===== src/rtl/lsm_pkg.sv =====
// Shared types and constants for the load/store-multiple sequencer.
// Assumes 4-byte words.
package lsm_pkg;
    localparam int WORD_BYTES = 4;

    typedef enum logic [1:0] {
        ST_IDLE = 2'd0,
        ST_RUN  = 2'd1,
        ST_FIN  = 2'd2
    } lsm_state_t;
endpackage


===== src/rtl/lsm_regset.sv =====
// Builds the selection vector of registers to transfer from a range and a
// top-register mask, and counts its members. Range members are clipped below
// the top group; an inverted range (first > last) selects nothing.
module lsm_regset #(
    parameter int NREG  = 32,
    parameter int TOPN  = 4,
    parameter int IDX_W = $clog2(NREG),
    parameter int CNT_W = $clog2(NREG + 1)
) (
    input  logic [IDX_W-1:0] first,
    input  logic [IDX_W-1:0] last,
    input  logic [TOPN-1:0]  top_mask,
    output logic [NREG-1:0]  sel,
    output logic [CNT_W-1:0] count
);
    localparam int LOW_TOP = NREG - TOPN;

    for (genvar g = 0; g < NREG; g++) begin : g_sel
        if (g < LOW_TOP) begin : g_range
            assign sel[g] = (IDX_W'(g) >= first) && (IDX_W'(g) <= last);
        end else begin : g_top
            assign sel[g] = top_mask[g - LOW_TOP];
        end
    end

    // Population count of the selection.
    always_comb begin
        count = '0;
        for (int i = 0; i < NREG; i++) begin
            count = count + CNT_W'(sel[i]);
        end
    end
endmodule


===== src/rtl/lsm_lowest.sv =====
// Priority encoder: index of the lowest set bit. Output is 0 for an empty
// vector; the caller guards with its own state.
module lsm_lowest #(
    parameter int NREG  = 32,
    parameter int IDX_W = $clog2(NREG)
) (
    input  logic [NREG-1:0]  vec,
    output logic [IDX_W-1:0] idx
);
    // Scan from the top so the lowest set bit wins.
    always_comb begin
        idx = '0;
        for (int i = NREG - 1; i >= 0; i--) begin
            if (vec[i]) idx = IDX_W'(i);
        end
    end
endmodule


===== src/rtl/lsm_addr_plan.sv =====
// Computes the lowest access address and the writeback value for an
// operation of count words. Assumes ascending placement in both directions.
module lsm_addr_plan
    import lsm_pkg::*;
#(
    parameter int ADDR_W = 32,
    parameter int CNT_W  = 6
) (
    input  logic [ADDR_W-1:0] base,
    input  logic [CNT_W-1:0]  count,
    input  logic              pre,
    input  logic              down,
    output logic [ADDR_W-1:0] low_addr,
    output logic [ADDR_W-1:0] wb_addr
);
    localparam logic [ADDR_W-1:0] STEP = ADDR_W'(WORD_BYTES);

    logic [ADDR_W-1:0] span;
    assign span = ADDR_W'(count) * STEP;

    // Select start point and final base from direction and advance timing.
    always_comb begin
        if (down) begin
            wb_addr  = base - span;
            low_addr = pre ? (base - span) : (base - span + STEP);
        end else begin
            wb_addr  = base + span;
            low_addr = pre ? (base + STEP) : base;
        end
    end
endmodule


===== src/rtl/lsm_addr_seq.sv =====
// Load/store-multiple address sequencer. Accepts one request when idle,
// emits one (register, word address) pair per access handshake in ascending
// order, then pulses done with writeback and alignment results.
// Assumes the consumer holds the data path in step with each handshake.
module lsm_addr_seq
    import lsm_pkg::*;
#(
    parameter int NREG   = 32,
    parameter int TOPN   = 4,
    parameter int ADDR_W = 32,
    parameter int IDX_W  = $clog2(NREG),
    parameter int CNT_W  = $clog2(NREG + 1)
) (
    input  logic              clk,
    input  logic              rst_n,
    input  logic              req_valid,
    output logic              req_ready,
    input  logic [ADDR_W-1:0] req_base,
    input  logic [IDX_W-1:0]  req_first,
    input  logic [IDX_W-1:0]  req_last,
    input  logic [TOPN-1:0]   req_top_mask,
    input  logic              req_pre,
    input  logic              req_down,
    input  logic              req_wb,
    output logic              acc_valid,
    input  logic              acc_ready,
    output logic [IDX_W-1:0]  acc_reg,
    output logic [ADDR_W-1:0] acc_addr,
    output logic              done,
    output logic              wb_en,
    output logic [ADDR_W-1:0] wb_value,
    output logic              misaligned
);
    localparam logic [ADDR_W-1:0] STEP = ADDR_W'(WORD_BYTES);

    lsm_state_t        st;
    logic [NREG-1:0]   rem;
    logic [NREG-1:0]   rem_next;
    logic [NREG-1:0]   sel;
    logic [CNT_W-1:0]  count;
    logic [ADDR_W-1:0] addr_q;
    logic [ADDR_W-1:0] low_addr;
    logic [ADDR_W-1:0] wb_calc;
    logic [ADDR_W-1:0] wb_q;
    logic              wb_req_q;
    logic              misal_q;
    logic [IDX_W-1:0]  cur_idx;
    logic              accept;

    lsm_regset #(.NREG(NREG), .TOPN(TOPN), .IDX_W(IDX_W), .CNT_W(CNT_W)) u_set (
        .first    (req_first),
        .last     (req_last),
        .top_mask (req_top_mask),
        .sel      (sel),
        .count    (count)
    );

    lsm_addr_plan #(.ADDR_W(ADDR_W), .CNT_W(CNT_W)) u_plan (
        .base     (req_base),
        .count    (count),
        .pre      (req_pre),
        .down     (req_down),
        .low_addr (low_addr),
        .wb_addr  (wb_calc)
    );

    lsm_lowest #(.NREG(NREG), .IDX_W(IDX_W)) u_pick (
        .vec (rem),
        .idx (cur_idx)
    );

    // Handshake decode and remaining set after the current register.
    assign req_ready = (st == ST_IDLE);
    assign accept    = req_valid && req_ready;
    assign rem_next  = rem & ~(NREG'(1) << cur_idx);

    // Sequencer state, remaining set and running address.
    always_ff @(posedge clk) begin
        if (!rst_n) begin
            st       <= ST_IDLE;
            rem      <= '0;
            addr_q   <= '0;
            wb_q     <= '0;
            wb_req_q <= 1'b0;
            misal_q  <= 1'b0;
        end else begin
            case (st)
                ST_IDLE: if (accept) begin
                    rem      <= sel;
                    addr_q   <= low_addr;
                    wb_q     <= wb_calc;
                    wb_req_q <= req_wb;
                    misal_q  <= |req_base[1:0];
                    st       <= (count == '0) ? ST_FIN : ST_RUN;
                end
                ST_RUN: if (acc_ready) begin
                    rem    <= rem_next;
                    addr_q <= addr_q + STEP;
                    if (rem_next == '0) st <= ST_FIN;
                end
                default: st <= ST_IDLE;
            endcase
        end
    end

    // Output decode from the registered state.
    assign acc_valid  = (st == ST_RUN);
    assign acc_reg    = cur_idx;
    assign acc_addr   = addr_q;
    assign done       = (st == ST_FIN);
    assign wb_en      = done && wb_req_q;
    assign wb_value   = wb_q;
    assign misaligned = done && misal_q;
endmodule


===== config.mk =====
export PLATFORM = sky130hd
export DESIGN_NAME = lsm_addr_seq
export DESIGN_NICKNAME = d
export VERILOG_FILES = /design/src/rtl/lsm_pkg.sv /design/src/rtl/lsm_regset.sv /design/src/rtl/lsm_lowest.sv /design/src/rtl/lsm_addr_plan.sv /design/src/rtl/lsm_addr_seq.sv
export SDC_FILE = /design/constraint.sdc
export NUM_CORES = 1
export LEC_CHECK = 0
export ABC_AREA = 0
export BUFFER_PORTS_ARGS = -buffer_cell sky130_fd_sc_hd__buf_2
export CORE_ASPECT_RATIO = 2
export CORE_MARGIN = 1
export CORE_UTILIZATION = 54
export CTS_CLUSTER_SIZE = 28
export DETAILED_ROUTE_END_ITERATION = 7
export PLACE_DENSITY = 0.81
export SLEW_MARGIN = 20
export SYNTH_ARGS = -nofsm -noshare
export SYNTH_HDL_FRONTEND = slang
export SYNTH_SLANG_ARGS = --single-unit

===== constraint.sdc =====
create_clock -name clk -period 9.2 [get_ports clk]
set_clock_uncertainty 0.2 [all_clocks]
set_input_delay 1.38 -clock clk [delete_from_list [all_inputs] [get_ports clk]]
set_output_delay 1.38 -clock clk [all_outputs]
set_load 0.05 [all_outputs]

# Word level (Yosys, flattened, before mapping)
# Cells that the tools add are included.
[word_totals]
ff_bits = 100
word_cells = 192
[op_classes]
n_addsub = 36
order_cmp = 56
eq_ne = 5
shift = 1
n_mux = 47
bitwise = 2
n_reduce_logical = 39
[op_table]
columns = ["operator", "count"]
rows = [
  ["$mux W32", 8],
  ["$add A6 B1 Y6", 30],
  ["$mux W5", 32],
  ["$pmux W32 S2", 2],
  ["$add A32 B3 Y32 const B", 3],
  ["$ge A5 B5 Y1 const A", 12],
  ["$le A5 B5 Y1 const A", 12],
  ["$ge A4 B5 Y1 const A", 8],
  ["$le A4 B5 Y1 const A", 8],
  ["$add A32 B8 Y32", 1],
  ["$and A32 B32 Y32", 1],
  ["$logic_not A32 Y1", 1],
  ["$not A32 Y32", 1],
  ["$shl A1 B5 Y32 const A", 1],
  ["$sub A32 B8 Y32", 1],
  ["$logic_and A1 B1 Y1", 31],
  ["$ge A3 B5 Y1 const A", 4],
  ["$le A3 B5 Y1 const A", 4],
  ["$ge A1 B5 Y1 const A", 2],
  ["$ge A2 B5 Y1 const A", 2],
  ["$le A1 B5 Y1 const A", 2],
  ["$le A2 B5 Y1 const A", 2],
  ["$mux W2", 4],
  ["$logic_not A6 Y1", 1],
  ["10 further kinds", 13],
]

# Longest topological paths before layout
# Gate-level depths: netlist (run 1).
[depth]
word_depth = 39
depth_mapped = 37
ltp_nobuf = 34

# Hierarchy
# A second synthesis (run 1) with hierarchy kept.
[unflattened]
cells_unflattened = 1506
area_unflattened_um2 = 10661.5
[modules_own_cells]
columns = ["mod", "n_inst", "cells_per_inst", "area_each_um2", "seq_area_each_um2"]
rows = [
  ["lsm_addr_seq", 1, 659, 4971.0, 2001.9],
  ["lsm_addr_plan", 1, 601, 3913.8, 0.0],
  ["lsm_regset", 1, 183, 1411.4, 0.0],
  ["lsm_lowest", 1, 63, 365.4, 0.0],
]

# Least setup slack after synthesis (run 1)
# No wires, ideal clock.
[synth_timing]
path_type = "in2reg"
startpoint = "input port req_first[3]"
endpoint = "register addr_q[23], in the netlist acc_addr[23]"
setup_ns = 0.080
arrival_time_ns = 9.327
t_required_ns = 8.920
path_slack_ns = -0.406
path_stages = 28
n_path_buf = 1
path_cell_list = "or3_1 -> a211oi_1 -> ha_1 -> inv_1 -> fa_1 -> fa_1 -> fa_1 -> fa_1 -> fa_1 -> fa_1 -> fa_1 -> fa_1 -> inv_1 -> a21o_1 -> a21oi_1 -> xnor2_1 -> ha_1 -> nor2b_1 -> o21bai_1 -> clkbuf_1 -> nand4_1 -> mux2_2 -> a31oi_4 -> nor3_1 -> and4_1 -> o21ai_1 -> mux2_4 -> a211oi_2"
[synth_via]
elab_chain_len = 39
word_cells_on_any_way = 93
classes_between = "add/sub: 33; order compare: 28; mux: 4; reduce/logical: 28"
[synth_rtl]
columns = ["element", "line", "source"]
rows = [
  ["start: declaration", "lsm_addr_seq.sv:19", "input logic [IDX_W-1:0] req_first,"],
  ["$ge A1 B5 Y1", "lsm_regset.sv:20", "assign sel[g] = (IDX_W'(g) >= first) && (IDX_W'(g) <= last);"],
  ["$logic_and A1 B1 Y1", "lsm_regset.sv:20", ""],
  ["$add A1 B1 Y2", "lsm_regset.sv:30", "count = count + CNT_W'(sel[i]);"],
  ["$add A6 B1 Y6 (25 in series)", "lsm_regset.sv:30", ""],
  ["$add A6 B1 Y6 (*) (5 in series)", "lsm_regset.sv:30", ""],
  ["$sub A32 B8 Y32 (*)", "lsm_addr_plan.sv:25", "low_addr = pre ? (base - span) : (base - span + STEP);"],
  ["$add A32 B3 Y32", "lsm_addr_plan.sv:25", ""],
  ["$mux W32 (*)", "lsm_addr_plan.sv:25", ""],
  ["$mux W32 (*)", "lsm_addr_plan.sv:23", "if (down) begin"],
  ["$mux W32 (*)", "lsm_addr_seq.sv:88", "ST_IDLE: if (accept) begin"],
  ["$pmux W32 S2 (*)", "lsm_addr_seq.sv:87", "case (st)"],
  ["end signal: assignment", "lsm_addr_seq.sv:90", "addr_q <= low_addr;"],
  ["end signal: assignment", "lsm_addr_seq.sv:98", "addr_q <= addr_q + STEP;"],
  ["end: declaration", "lsm_addr_seq.sv:41", "logic [ADDR_W-1:0] addr_q;"],
]
# Mark *: on every way between the ends. The rest lies on a longest branch, timed or not. The select of a mux whose other input is x is not followed.
# A chain may end at the register's enable or synchronous reset.

# Final worst setup path (run 1)
[layout_timing]
startpoint = "input port req_first[0]"
endpoint = "register addr_q[22], in the netlist acc_addr[22]"
# The elaborated chain is that of the path after synthesis.

==> results of run 1 <==
[per-layer routing]
| metal | track usage | share of wire | vias to the layer above |
|---|---|---|---|
| met5 | 0 | 0 | - |
| li1 | - | - | 5680 |
| met1 | 0.415 | 0.31 | 5914 |
| met4 | 0.504 | 0.13 | 0 |
| met2 | 0.789 | 0.50 | 686 |
| met3 | 0.0723 | 0.060 | 292 |
[worst reg2reg max path, cell delays in order (launching register included)]
cell      delay (ns)
dfxtp_1         0.39
nor4_1          0.49
nand2_1         0.10
a311oi_1        0.35
or3_1           0.44
clkinv_1        0.39
o41ai_1         0.89
nand3_1         0.16
nor3b_1         0.27
nand4_1         0.13
or4_1           0.59
a211oi_1        0.22
[cell families (layout without fill, tap and decap cells)]
logic type | after synthesis | count (layout) | synth area share
AND/OR/NAND/NOR | 592 | 592 | 0.292
AO/OA/AOI/OAI | 431 | 431 | 0.274
buffers and inverters | 176 | 401 | 0.0672
flip-flops | 100 | 100 | 0.196
XOR/XNOR | 82 | 82 | 0.0710
adder cells (fa/ha/maj) | 50 | 50 | 0.0801
multiplexers | 18 | 18 | 0.0198
other | 0 | 1 | 0
[repair_timing]
| item | in CTS | in global routing |
|---|---|---|
| gates resized for setup | 8 | 74 |
| endpoints found under the setup margin | 12 | 33 |
| pin swaps | 4 | 26 |
| setup buffers | 3 | 10 |
[cells in the final DEF (no fill, tap or decap), types with 17 or more instances in the layout]
cell,netlist,final
buf_4,1,174
or3_1,18,17
a31oi_1,20,20
xor2_1,34,33
buf_2,6,124
xnor2_1,47,43
nor4_1,27,25
o21ai_0,98,94
a21o_1,17,17
nor3_1,51,43
nand2b_1,20,20
ha_1,23,20
a21oi_1,136,132
nor2_1,140,134
nand4_1,19,19
dfxtp_1,100,100
fa_1,26,24
inv_1,75,72
nand2_1,146,145
nand3_1,64,63
[cell type report]
cell class | instances | area, µm² | share of cell area
Antenna cell | 1 | 2.50 | 0.000195
Clock buffer | 11 | 243 | 0.0189
Clock inverter | 5 | 43.8 | 0.00341
Inverter | 77 | 289 | 0.0225
Multi-Input combinational cell | 1173 | 7940 | 0.619
Sequential cell | 100 | 2000 | 0.156
Tap cell | 216 | 270 | 0.0211
Timing Repair Buffer | 308 | 2040 | 0.159
[flip-flops by register name (all words and copies together) (netlist names)]
register  flops
acc_addr     32
misal_q       1
rem          32
st            2
wb_req_q      1
wb_value     32
[where the power goes]
part	switching (µW)	internal (µW)	total [µW]	leakage [µW]
Sequential	177	569	747	0.000821
Combinational	2990	1900	4880	0.00438
Clock	194	196	390	0.000140
[worst max-delay path by stage]
stage / end / slack (ns) / cells after the start
after detailed placement: acc_addr[27] / -0.50 / 31
final: acc_addr[22] / 0.008 / 30
after CTS: acc_addr[27] / -0.03 / 31
after floorplan: acc_addr[23] / -0.07 / 30
after global routing: acc_addr[29] / -0.31 / 31
after global placement: acc_addr[27] / -0.44 / 31
[metrics by stage]
step	hold WS, ns	cells	worst slack, ns
final	0.252	1891	0.00774
after floorplan	0.232	1449	-0.0738
after global routing	0.271	1890	-0.307
after global placement	0.237	1862	-0.436
after CTS	0.253	1881	-0.0300
after detailed placement	0.244	1862	-0.501
==> impl_metrics.py, run 1 <==
metrics = {
    "min_path": {
        "holdPathStages": 2,
        "hold_class": "reg -> reg",
        "hp-start": "wb_value[27]",
        "holdPathEnd": "wb_value[27]",
    },
    "timing": {
        "finalSetupViolCount": 0,
        "rsz0062_at_grt": "yes",
        "fmax_ghz": 0.109,
        "tightest_slew_ns": 1.25,
        "hold_viol_final": 0,
        "finalSetupTns_ns": 0,
        "min_period_ns": 9.19,
        "slew_viol_final": 0,
        "max_slew_margin": 0.156,
        "period_share": 0.999,
    },
    "logic_synthesis": {
        "yosys.cell_count.top_type": "nand2_1",
        "ys_async_sr_fraction": 0,
        "synth_seq_cells": 100,
        "synth_common_cells": "146 x nand2_1, 140 x nor2_1, 136 x a21oi_1",
        "syn-num-nets": 1551,
        "synth.avg_cell_area_um2": 7.05,
        "synth-seq-area-share": 0.196,
        "netlist.area_leader.share": 0.196,
        "synth_cell_types": 91,
        "ys.warnings.count": 0,
        "synth_top_cell_by_area": "dfxtp_1",
        "synth_top_flop_cell": "dfxtp_1",
        "netlist_top_cells_area": "dfxtp_1 20%, a21oi_1 6.7%, nand2_1 5.4%, nor2_1 5.1%, fa_1 5.1%",
        "synth-edff-count": 0,
        "synth_area_um2": 10200,
        "synthCells": 1449,
    },
    "power_and_ir_drop": {
        "power_density_nw_per_um2": 469,
        "p_total_uw": 6020,
        "ir_drop_v": 0.000473,
        "leakage_uw": 0.00535,
    },
    "critical_path": {
        "worstSetupPathType": "in -> reg",
        "cp-start-kind": "input port",
        "slowest_stage": "fa_1",
        "crit_top_cell": "fa_1",
        "crit_buf_inv": 6,
        "worstReg2RegEnd": "st[1]",
        "slowest_delay_ns": 0.55,
        "worstPathArrival_ns": 9.26,
        "worst_setup_path_end_kind": "flop",
        "startpoint": "req_first[0]",
        "path_delay_family": "adder cells",
        "rr_worst_depth": 11,
        "cp.required_ns": 9.26,
        "reg2reg_from": "rem[11]",
        "worstPathMaxFanout": 6,
        "rrSetupSlack_ns": 4.51,
    },
    "clocking": {
        "ctsHoldBuffers": 0,
        "cts_buffers": 9,
        "cts_tree": "built",
        "insertion_delay_ns": 0.37,
        "cts.clk_slew.worst_paths_ns": 0.08,
        "cts_buffer_depth": 2,
        "cts.sinks": 100,
        "cts-root-buf": "clkbuf_16",
        "htreeDepth": 3,
    },
    "die": {
        "die_w_um": 99.3,
        "initial_utilization": 0.556,
        "io_pins": 127,
        "rows": 70,
        "die_h_um": 197,
        "dieArea_um2": 19500,
        "core_area_um2": 18400,
    },
    "place": {
        "gp_congestion": 1.05,
        "postPlaceCellArea_um2": 12100,
        "dp_hpwl_mm": 33.9,
        "port_buffers": 126,
    },
    "layout": {
        "num-nets-final": 1771,
        "drive_above_1_share": 0.257,
        "postLayoutCoreUtil": 0.698,
        "area_growth_pct": 25.6,
        "fillers": 1604,
        "final_area_um2": 12800,
    },
    "global_route": {
        "grt_antenna_before_repair": 0,
        "grt_pass1_wl_mm": 67.0,
        "grt_max_degree": 97,
        "globalRouteTotalUtil": 0.452,
        "grt_overflow": 0,
        "grt_pass1_vias": 12400,
    },
    "drt": {
        "drc": 0,
        "first_pass_iters": 5,
        "drt_iter0_drc": 1096,
        "via_per_inst": 6.65,
        "antenna_left": 0,
        "finalWirelength_mm": 44.4,
        "vias": 12600,
        "wire_per_inst_um": 23.5,
    },
    "run_status": {
        "outcome": "finished clean",
    },
    "job": {
        "cap_viol_max_count": 0,
    },
}
Power figures use the tool's default switching activity.
==> run 2: changes to the inputs <==
--- a/config.mk
+++ b/config.mk
@@ -6,12 +6,13 @@
 export NUM_CORES = 1
 export LEC_CHECK = 0
 export ABC_AREA = 0
-export BUFFER_PORTS_ARGS = -buffer_cell sky130_fd_sc_hd__buf_2
+export BUFFER_PORTS_ARGS = -buffer_cell sky130_fd_sc_hd__clkbuf_2
 export CORE_ASPECT_RATIO = 2
 export CORE_MARGIN = 1
 export CORE_UTILIZATION = 54
 export CTS_CLUSTER_SIZE = 28
 export DETAILED_ROUTE_END_ITERATION = 7
+export MAX_ROUTING_LAYER = met4
 export PLACE_DENSITY = 0.81
 export SLEW_MARGIN = 20
 export SYNTH_ARGS = -nofsm -noshare
==> run 2 against run 1 <==
- the run now ends with setup timing left
- non-clock buffer count shrank 1
- power grew 2.2%
- design area grew 0.30%
- die area is the same
- combinational power grew 2%
- sequential power grew 0.8%
- wire length grew 1.8%
- maximum frequency shrank 0.88%
- worst setup slack lost 0.081 ns
==> impl_metrics.py, run 2 (synthesized netlist as in run 1, its figures left out) <==
metrics = {
    "place": {
        "dp_hpwl_mm": 34.0,
        "postPlaceCellArea_um2": 12000,
        "port_buffers": 126,
        "gp_congestion": 1.11,
    },
    "die": {
        "core_area_um2": 18400,
        "die_h_um": 197,
        "initial_utilization": 0.556,
        "io_pins": 127,
        "dieArea_um2": 19500,
        "die_w_um": 99.3,
        "rows": 70,
    },
    "timing": {
        "period_share": 1.01,
        "min_period_ns": 9.27,
        "tightest_slew_ns": 1.15,
        "final.hold.worst_slack_ns": 0.252,
        "setup_ws_ns": -0.0734,
        "finalSetupViolCount": 5,
        "rsz0062_at_grt": "yes",
        "fmax_ghz": 0.108,
        "max_slew_margin": 0.230,
        "hold_viol_final": 0,
        "slew_viol_final": 0,
    },
    "global_route": {
        "grt_overflow": 0,
        "grt_pass1_wl_mm": 68.1,
        "grt_antenna_before_repair": 1,
        "globalRouteTotalUtil": 0.475,
        "grt_pass1_vias": 12500,
        "grt_max_degree": 97,
    },
    "clocking": {
        "cts.clk_slew.worst_paths_ns": 0.07,
        "cts-root-buf": "clkbuf_16",
        "cts_buffers": 9,
        "cts_tree": "built",
        "cts_buffer_depth": 2,
        "insertion_delay_ns": 0.38,
        "htreeDepth": 3,
        "cts.sinks": 100,
    },
    "run_status": {
        "violations": "setup timing",
        "outcome": "finished, violations left",
    },
    "critical_path": {
        "worstPathArrival_ns": 9.37,
        "crit_top_cell": "fa_1",
        "slowest_delay_ns": 0.58,
        "worstSetupPathType": "in -> reg",
        "slowest_stage": "fa_1",
        "worstPathMaxFanout": 5,
        "worst_setup_path_end_kind": "flop",
        "cp-start-kind": "input port",
        "cp.required_ns": 9.30,
    },
    "drt": {
        "wire_per_inst_um": 24.0,
        "vias": 12700,
        "drt_iter0_drc": 1030,
        "antenna_left": 0,
        "first_pass_iters": 6,
        "via_per_inst": 6.73,
        "finalWirelength_mm": 45.2,
        "drc": 0,
    },
    "layout": {
        "num-nets-final": 1770,
        "area_growth_pct": 25.9,
        "mostFrequentLayoutCell": "buf_4",
        "layout_common_cells": "166 x buf_4, 143 x nand2_1, 134 x nor2_1",
        "drive_above_1_share": 0.254,
        "n_antenna_cell": 0,
        "final_area_um2": 12900,
    },
    "power_and_ir_drop": {
        "p_sw_uw": 3480,
        "p_sw_frac": 0.565,
        "power_frac_comb": 0.806,
        "seq_power_share": 0.122,
        "leakage_uw": 0.00535,
        "intPower_uw": 2670,
        "power.clock.fraction": 0.071,
        "power_density_nw_per_um2": 478,
        "ir_drop_v": 0.000434,
    },
    "job": {
        "cap_viol_max_count": 0,
    },
    "min_path": {
        "hold_class": "reg -> reg",
    },
}
run 2: metrics by stage:
stage          setup WS [ns]   util  setup TNS [ns]  cells  total power (µW)
2_1_floorplan        -0.0738      -          -0.157   1449              3590
3_3_place_gp          -0.502  0.653           -7.86   1852              5070
3_5_place_dp          -0.630  0.653          -10.96   1852              5150
4_1_cts              -0.0241  0.675         -0.0661   1871              5660
5_1_grt               -0.295  0.700           -3.79   1889              6510
6_report             -0.0734  0.700          -0.204   1889              6150
run 2: critical path: cells and delay by family:
family,cells,cell delay [ns]
adder cells (fa/ha/maj),8,3.69
AND/OR/NAND/NOR,12,3.04
AO/OA/AOI/OAI,4,0.67
buffers and inverters,5,0.43
XOR/XNOR,1,0.16
run 2: routing by layer:
metal,up-vias,GRT usage,share of wire
li1,5688,-,-
met1,5908,0.416,0.31
met3,372,0.0940,0.067
met5,-,-,0
met4,0,0.522,0.13
met2,752,0.797,0.49
run 2: power by group through the flow:
| stage | sequential [µW] | clock (µW) | combinational [µW] |
|---|---|---|---|
| 4_1_cts | 741 | 435 | 4480 |
| 5_1_grt | 764 | 456 | 5290 |
| 2_1_floorplan | 982 | 0 | 2610 |
| 3_5_place_dp | 750 | 0 | 4400 |
| 6_report | 753 | 438 | 4960 |
| 3_3_place_gp | 747 | 0 | 4320 |
run 2: worst paths after layout:
kind	from	endpoint	slack, ns	depth (start not counted)
worst max-delay path	req_first[0]	acc_addr[31]	-0.07	30
worst min-delay path	wb_value[13]	wb_value[13]	0.25	2
worst min register to register	wb_value[13]	wb_value[13]	0.25	2
worst max register to register	rem[11]	st[1]	4.37	11
run 2: final cells by class:
cell class,count,area [µm²]
Clock inverter,6,93.8
Fill cell,1572,5520
Multi-Input combinational cell,1173,7920
Tap cell,216,270
Inverter,77,289
Clock buffer,10,229
Timing Repair Buffer,307,2070
Sequential cell,100,2000
run 2: what timing repair did:
action | CTS | global route
setup endpoints to repair | 17 | 31
gates resized for setup | 11 | 76
pin swaps | 3 | 47
buffers inserted | 3 | 18
gates cloned | 0 | 0
hold buffers | 0 | 0
==> run 3: changes to the inputs <==
--- a/config.mk
+++ b/config.mk
@@ -13,7 +13,7 @@
 export CTS_CLUSTER_SIZE = 28
 export DETAILED_ROUTE_END_ITERATION = 7
 export MAX_ROUTING_LAYER = met4
-export PLACE_DENSITY = 0.81
+export PLACE_DENSITY = 0.88
 export SLEW_MARGIN = 20
 export SYNTH_ARGS = -nofsm -noshare
 export SYNTH_HDL_FRONTEND = slang
==> run 3 against run 2 <==
- the run still ends with setup timing left
- utilization up 1.4 points
- sequential power up 1%
- non-clock buffer count up 33
- sequential share of layout area down 0.31 points
- die area unchanged
- critical path depth down 1
- count of clock-buffer cells in the layout unchanged
- design area up 2.0%
- via count up 1.3%
- power up 1.6%
- critical path type unchanged
==> impl_metrics.py, run 3 (synthesized netlist as in run 1, its figures left out) <==
metrics = {
    "run_status": {
        "outcome": "finished, violations left",
        "violations": "setup timing",
    },
    "job": {
        "cap_viol_max_count": 0,
    },
    "global_route": {
        "grt_overflow": 0,
        "grt_pass1_vias": 12300,
        "grt_max_degree": 97,
        "grt_antenna_before_repair": 0,
        "grt_pass1_wl_mm": 68.7,
        "globalRouteTotalUtil": 0.482,
    },
    "drt": {
        "drt_iter0_drc": 1345,
        "antenna_left": 0,
        "drc": 0,
        "wire_per_inst_um": 23.9,
        "finalWirelength_mm": 46.0,
        "first_pass_iters": 6,
        "vias": 12900,
        "via_per_inst": 6.70,
    },
    "power_and_ir_drop": {
        "leakage_uw": 0.00546,
        "ir_drop_v": 0.000423,
        "p_total_uw": 6250,
        "power_density_nw_per_um2": 476,
    },
    "place": {
        "port_buffers": 126,
        "dp_cells": 1859,
        "postPlaceCellArea_um2": 12000,
        "dp_hpwl_mm": 34.3,
        "gp_congestion": 1.05,
    },
    "critical_path": {
        "rr_worst_depth": 11,
        "crit_top_cell": "fa_1",
        "worstPathMaxFanout": 4,
        "worstPathArrival_ns": 9.33,
        "rrSetupSlack_ns": 4.56,
        "slowest_stage": "fa_2",
        "reg2reg_from": "rem[10]",
        "slowest_delay_ns": 0.54,
        "worstReg2RegEnd": "st[1]",
        "worstSetupPathType": "in -> reg",
        "cp-start-kind": "input port",
        "cp.required_ns": 9.30,
        "worst_setup_path_end_kind": "flop",
    },
    "layout": {
        "multi_input_area_um2": 7990,
        "postLayoutCoreUtil": 0.714,
        "n_antenna_cell": 0,
        "num-nets-final": 1803,
        "drive_above_1_share": 0.281,
        "mostFrequentLayoutCell": "buf_4",
        "layout_common_cells": "207 x buf_4, 139 x nand2_1, 131 x nor2_1",
        "fillers": 1545,
        "area_growth_pct": 28.5,
        "regArea_um2": 2000,
        "final_area_um2": 13100,
        "instances_no_fill": 1922,
    },
    "timing": {
        "slew_viol_final": 0,
        "finalSetupViolCount": 1,
        "rsz0062_at_grt": "yes",
        "fmax_ghz": 0.108,
        "period_share": 1.00,
        "hold_viol_final": 0,
        "setup_ws_ns": -0.0306,
        "min_period_ns": 9.23,
        "tightest_slew_ns": 1.12,
        "max_slew_margin": 0.244,
    },
    "die": {
        "die_w_um": 99.3,
        "die_h_um": 197,
        "rows": 70,
        "dieArea_um2": 19500,
        "io_pins": 127,
        "core_area_um2": 18400,
        "initial_utilization": 0.556,
    },
    "clocking": {
        "cts-root-buf": "clkbuf_16",
        "cts_buffers": 9,
        "cts.clk_slew.worst_paths_ns": 0.08,
        "cts.sinks": 100,
        "cts_buffer_depth": 2,
        "htreeDepth": 3,
        "insertion_delay_ns": 0.38,
        "cts_tree": "built",
    },
    "min_path": {
        "hp-start": "acc_addr[1]",
        "hold_class": "reg -> reg",
        "holdPathEnd": "acc_addr[1]",
        "holdPathStages": 2,
    },
}
[run 3: changes by cell type in the layout (fill, tap and decap cells not counted), sizes merged]
cell	before	now
buf	184	219
bufinv	2	0
clkbuf	133	131
clkinvlp	0	1
inv	78	79
[run 3: power breakdown]
part / internal, µW / total, µW / switching (µW)
registers: 569 / 761 / 191
clock network: 197 / 401 / 204
logic: 2000 / 5090 / 3090
total: 2770 / 6250 / 3480
[run 3: area by class of cell]
type                       instances  area share
inverter                          77      0.0220
timing repair buffer             340       0.174
clock inverter                     6     0.00438
tap                              216      0.0206
multi-input combinational       1173       0.608
clock buffer                      10      0.0182
sequential                       100       0.152
[run 3: timing repair]
| item | 4_1_cts | 5_1_grt |
|---|---|---|
| setup buffers | 32 | 15 |
| hold buffers | 0 | 0 |
| endpoints found under the setup margin | 16 | 35 |
| gates resized for setup | 22 | 87 |
| pin swaps | 14 | 37 |
| gates cloned | 0 | 1 |
[run 3: layer usage]
layer	routed length [µm]	global-route usage	share of wire	up-vias
met5	0	-	0	-
li1	-	-	-	5752
met1	13800	0.433	0.30	5969
met4	6060	0.508	0.13	0
met2	22500	0.814	0.49	833
met3	3630	0.0833	0.079	330
[run 3: worst max-delay path by stage]
stage | start | to | slack (ns) | cells after the start
2_1_floorplan | req_first[1] | acc_addr[23] | -0.07 | 30
3_3_place_gp | req_first[2] | acc_addr[31] | -0.52 | 27
3_5_place_dp | req_first[2] | acc_addr[31] | -0.69 | 28
4_1_cts | req_first[2] | acc_addr[31] | 0.01 | 32
5_1_grt | req_last[3] | acc_addr[26] | -0.29 | 31
6_report | req_first[3] | acc_addr[23] | -0.03 | 29
[run 3: worst max-delay path: cells and delay by family]
| family | cells | cell delay, ns |
|---|---|---|
| and+or+nand+nor | 5 | 1.12 |
| muxes | 2 | 0.66 |
| AOI/OAI and AO/OA | 7 | 1.29 |
| adders and majority gates | 10 | 4.19 |
| xor gates and xnor gates | 1 | 0.29 |
| buffers and inverters | 4 | 0.38 |
[run 3: stage by stage]
stage	hold WS [ns]	TNS [ns]	setup slack, ns
6_report	0.257	-0.0306	-0.0306
3_3_place_gp	0.239	-6.42	-0.517
2_1_floorplan	0.232	-0.157	-0.0738
5_1_grt	0.285	-4.34	-0.291
3_5_place_dp	0.248	-10.60	-0.685
4_1_cts	0.257	0	0.0135
